==> src/rtl/adcrl_pkg.sv <==
package adcrl_pkg;

    parameter int RES_W  = 10;
    parameter int BYTE_W = 8;

    typedef struct packed {
        logic [BYTE_W-1:0] hi;
        logic [BYTE_W-1:0] lo;
    } byte_pair_t;

    typedef enum logic {
        ALIGN_RIGHT = 1'b0,
        ALIGN_LEFT  = 1'b1
    } align_e;

    // Packs a raw result into two bytes, aligned to the bottom or the top of the pair.
    function automatic byte_pair_t pack_result(input logic [RES_W-1:0] raw, input align_e mode);
        logic [2*BYTE_W-1:0] wide;
        wide = {{(2*BYTE_W-RES_W){1'b0}}, raw};
        if (mode == ALIGN_LEFT)
            wide = wide << (2*BYTE_W - RES_W);
        return byte_pair_t'(wide);
    endfunction

endpackage

==> src/rtl/adcrl_lock.sv <==
module adcrl_lock (
    input  logic clk,
    input  logic rst,
    input  logic rd_lo,
    input  logic rd_hi,
    output logic locked
);
    // A low-byte read takes priority, so the pair stays frozen for the access that follows.
    always_ff @(posedge clk) begin
        if (rst)
            locked <= 1'b0;
        else if (rd_lo)
            locked <= 1'b1;
        else if (rd_hi)
            locked <= 1'b0;
    end

    assert_lock_set_R5: assert property (@(posedge clk) disable iff (rst)
        rd_lo |=> locked);
    assert_unlock_R6: assert property (@(posedge clk) disable iff (rst)
        (rd_hi && !rd_lo) |=> !locked);
    assert_hi_only_no_lock_R7: assert property (@(posedge clk) disable iff (rst)
        (!locked && !rd_lo) |=> !locked);
endmodule

==> src/rtl/adcrl_store.sv <==
module adcrl_store
    import adcrl_pkg::*;
#(
    parameter int W = RES_W
) (
    input  logic         clk,
    input  logic         rst,
    input  logic [W-1:0] res_data,
    input  logic         res_valid,
    input  logic         locked,
    output logic [W-1:0] raw_q,
    output logic         lost
);
    logic take;

    assign take = res_valid && !locked;
    assign lost = res_valid && locked;

    always_ff @(posedge clk) begin
        if (rst)
            raw_q <= '0;
        else if (take)
            raw_q <= res_data;
    end

    assert_frozen_R5: assert property (@(posedge clk) disable iff (rst)
        (locked && res_valid) |=> $stable(raw_q));
    assert_accept_R10: assert property (@(posedge clk) disable iff (rst)
        (!locked && res_valid) |=> (raw_q == $past(res_data)));
endmodule

==> src/rtl/adcrl_flag.sv <==
module adcrl_flag (
    input  logic clk,
    input  logic rst,
    input  logic set_ev,
    input  logic clr_ev,
    output logic flag
);
    always_ff @(posedge clk) begin
        if (rst)
            flag <= 1'b0;
        else if (set_ev)
            flag <= 1'b1;
        else if (clr_ev)
            flag <= 1'b0;
    end

    assert_flag_set_R8: assert property (@(posedge clk) disable iff (rst)
        set_ev |=> flag);
    assert_flag_clr_R9: assert property (@(posedge clk) disable iff (rst)
        (clr_ev && !set_ev) |=> !flag);
endmodule

==> src/rtl/adc_result_latch.sv <==
module adc_result_latch
    import adcrl_pkg::*;
(
    input  logic              clk,
    input  logic              rst,
    input  logic [RES_W-1:0]  res_data,
    input  logic              res_valid,
    input  logic              left_adj,
    input  logic              rd_lo,
    input  logic              rd_hi,
    input  logic              flag_clr,
    output logic [BYTE_W-1:0] data_lo,
    output logic [BYTE_W-1:0] data_hi,
    output logic              irq_flag,
    output logic              lost
);
    logic             locked;
    logic [RES_W-1:0] raw_q;
    byte_pair_t       view;
    align_e           mode;

    adcrl_lock u_lock (
        .clk    (clk),
        .rst    (rst),
        .rd_lo  (rd_lo),
        .rd_hi  (rd_hi),
        .locked (locked)
    );

    adcrl_store #(.W(RES_W)) u_store (
        .clk       (clk),
        .rst       (rst),
        .res_data  (res_data),
        .res_valid (res_valid),
        .locked    (locked),
        .raw_q     (raw_q),
        .lost      (lost)
    );

    adcrl_flag u_flag (
        .clk    (clk),
        .rst    (rst),
        .set_ev (res_valid),
        .clr_ev (flag_clr),
        .flag   (irq_flag)
    );

    // Packing is applied on the output side, so a change of alignment shows in the same cycle.
    assign mode = left_adj ? ALIGN_LEFT : ALIGN_RIGHT;
    always_comb view = pack_result(raw_q, mode);

    assign data_lo = view.lo;
    assign data_hi = view.hi;

    assert_lost_only_when_locked_R5: assert property (@(posedge clk) disable iff (rst)
        lost |-> (res_valid && locked));
    assert_bytes_hold_R6: assert property (@(posedge clk) disable iff (rst)
        (lost && $stable(left_adj)) |=> ($stable(data_lo) || $changed(left_adj)));
endmodule

==> config.mk <==
export PLATFORM = sky130hd
export DESIGN_NAME = adc_result_latch
export DESIGN_NICKNAME = d
export VERILOG_FILES = /design/src/rtl/adcrl_pkg.sv /design/src/rtl/adcrl_lock.sv /design/src/rtl/adcrl_store.sv /design/src/rtl/adcrl_flag.sv /design/src/rtl/adc_result_latch.sv
export SDC_FILE = /design/constraint.sdc
export NUM_CORES = 1
export LEC_CHECK = 0
export BUFFER_PORTS_ARGS = -buffer_cell sky130_fd_sc_hd__buf_4
export CAP_MARGIN = 30
export CORE_AREA = 2 2 44 46
export CTS_BUF_LIST = sky130_fd_sc_hd__clkbuf_16
export DETAILED_ROUTE_END_ITERATION = 8
export DIE_AREA = 0 0 46 48
export PLACE_DENSITY = 0.75
export SYNTH_ARGS = -nofsm -noshare
export SYNTH_HDL_FRONTEND = slang
export SYNTH_SLANG_ARGS = --single-unit
==> constraint.sdc <==
create_clock -name clk -period 1 [get_ports clk]
set_clock_uncertainty 0.1 [all_clocks]
set_input_delay 0.2 -clock clk [delete_from_list [all_inputs] [get_ports clk]]
set_output_delay 0.2 -clock clk [all_outputs]
set_load 0.01 [all_outputs]
==> metrics.md <==
| Metric | Value |
|---|---|
| Tot Pwr | roughly 1.7 mW |
| TritonCTS clock tree | yes |
| # nets final | around 130 |
| Reg-to-reg startpoint | u_lock.locked |
| Die area | ~0.0022 mm² |
| Hold Crit Class | in -> reg |
| Initial DRT Pass Iterations | 2 |
| Worst Setup End Kind | output pin |
| Pin count of the biggest net entering global routing | 23 |
| Hold Vio Cnt, Final | 0 |
| Number of antenna diodes | 0 |
| Starting Density | 0.438 |
| Post-synth top area share | 0.325 |
| Num rows | 15 |
| Core Region | approximately 0.0017 mm² |
| Failing checks | setup timing |
| Largest area contributor in the netlist | dfxtp_1 |
| Clock Tree Root | clkbuf_16 |
| Synth Register Bits | 12 |
| Syn Area/Cell | just over 10 µm² |
| Die X | 46 µm |
| Relative slew slack | 0.892 |
| Final worst path period need | 1260 ps |
| R2R cell count | 4 |
| Max-Cap Viols | 0 |
| Worst Slack Setup Final | -257 ps |
| Status | finished, violations left |
| Crit-path max FO | 2 |
| Remaining DRCs | 0 |
| VDD IR max | 0.763 mV |
| Most area-consuming cells after synthesis | dfxtp_1 32%, nand4bb_1 15%, o21ai_2 12%, nand2b_1 10%, mux2_4 8.1% |
| Hold_ws | about 95 ps |
| DR vias | approximately 670 |
| Share of cells above drive strength 1 | 0.765 |
| Final ANT Viol Nets | 0 |
| Slew @ Worst Pin | approximately 160 ps |
| Ports | 35 |
| DRT Wirelength | ~1900 µm |
| Final setup fails | 27 |
| WHS Path Cells | 3 |
| Library cells used by synthesis | 14 |
| Total negative slack | -2930 ps |
| DRT iter0 DRCs | 1 |
| Final Non-Filler Cells | between 100 and 150 |
| Area Growth Syn to Fin | 78.0% |
| WS Path Type | reg -> out |
| Initial antenna violation count | 0 |
| Post-Syn Area | about 740 µm² |
| Worst setup SP type | register |
| First-pass GRT wire length | ~2600 µm |
| RR Endpoint | u_store.raw_q[6] |
| Worst-skew pair later-pin latency | 240 ps |
| Hold Path End | u_lock.locked |
| Synth Net Count | 90 |
| H-tree depth | 1 |
| Worst min-delay path startpoint | rd_lo |
| Fin. max-slew vios | 0 |
| All-Layer GR Usage | 0.175 |
| Clk buf depth | 2 |
| Vias in the first global route | approximately 610 |
| Seq/Total Area, Yosys | 0.325 |
| Clk sink count | 12 |
| Cell Pwr Density | between 1000 and 1500 mW/mm² |
| Cell total after placement | between 100 and 150 |
| RSZ-0062 raised after global routing | yes |
| Syn Inst Count | 73 |
| Req. time, crit path | ~700 ps |
| TritonCTS Buffers | 3 |
| Setup slack, reg-to-reg | -60 ps |
| Yosys warns | 0 |
| Die span in y | 48 µm |
| CTS clk-pin slew, worst paths | around 40 ps |
| Final period util | 1.26 |
| Drt wl/cell | between 10 and 15 µm |
| Routability cong. | 0.720 |
| Leakage power | ~0.58 nW |
| GRT overflow | 0 |
| Vias per cell | a little over 5 |
| Fmax | a little under 0.8 GHz |
| PortBufs | 34 |
| Crit path DAT | around 960 ps |
| Detail Placement HPWL | 1170 µm |
| Place WS | -116 ps |
==> power breakdown <==
group | internal (mW) | total (mW) | leakage, nW | switching, mW
logic | 0.245 | 0.390 | 0.433 | 0.144
registers | 0.515 | 0.539 | 0.104 | 0.0239
clock network | 0.526 | 0.726 | 0.0385 | 0.201
==> worst max-delay path by stage <==
stage,endpoint,start,slack (ps),depth (start not counted)
after floorplan,lost,u_lock.locked,60,2
after global placement,data_lo[6],left_adj,-100,3
after detailed placement,data_hi[1],left_adj,-120,3
after CTS,data_lo[7],u_store.raw_q[7],-250,2
after global routing,data_hi[0],u_store.raw_q[8],-270,2
final,data_hi[1],u_store.raw_q[9],-260,2
==> cell usage in the layout (no fill, tap or decap), drive strengths merged <==
| master | count |
|---|---|
| a21oi | 2 |
| and2 | 7 |
| buf | 44 |
| clkbuf | 4 |
| clkinv | 1 |
| dfxtp | 12 |
| inv | 2 |
| mux2 | 4 |
| nand2b | 12 |
| nand4bb | 10 |
| nor2b | 7 |
| o21ai | 10 |
==> metal layers <==
metal,track usage,wire (µm),vias to the layer above,part of all wire
li1,-,-,332,-
met1,0.192,807,311,0.42
met2,0.303,1020,24,0.52
met3,0.0226,70,4,0.036
met4,0.137,48,0,0.025
met5,0,0,-,0
==> kinds of logic (layout without fill, tap and decap cells) <==
group                  count (synthesis)  in the layout  share of synthesized area
AND/OR/NAND/NOR                       36             36                      0.376
AO/OA/AOI/OAI                         12             12                      0.132
flip-flops                            12             12                      0.325
buffers and inverters                  9             51                     0.0863
multiplexers                           4              4                     0.0812
==> flip-flops by register name (all words and copies together) (netlist names) <==
| signal | cells |
|---|---|
| u_store.raw_q | 10 |
| u_flag.flag | 1 |
| u_lock.locked | 1 |
==> what timing repair did <==
action                                  4_1_cts  5_1_grt
endpoints found under the setup margin       18       28
setup buffers                                 3        1
hold buffers                                  0        0
pin swaps                                    11        1
resized for setup                            32       18
gates cloned                                  1        0
==> critical path, stage by stage (launching register included) <==
cell     delay [ps]
dfxtp_2         330
mux2_4          270
buf_6           120
==> stage by stage <==
step / util / cell area, µm²
after floorplan: - / 739
after global placement: 0.602 / 1020
after detailed placement: 0.602 / 1020
after CTS: 0.727 / 1230
after global routing: 0.779 / 1320
final: 0.779 / 1320
==> Yosys cell counts (all sizes together) <==
library cell,instances
a21oi,2
nor2b,7
o21ai,10
and2,7
nand4bb,10
dfxtp,12
nand2b,12
inv,2
buf,7
mux2,4
==> cell type report <==
type / instances / area, µm²
well taps: 17 / 21.3
flip-flops and latches: 12 / 258
clock inverters: 1 / 3.75
multi-input cells: 52 / 512
repair buffers: 45 / 439
clock buffers: 3 / 75.1
fillers: 106 / 373
inverters: 2 / 7.51
Note: power is estimated with default switching activity, not from simulation.
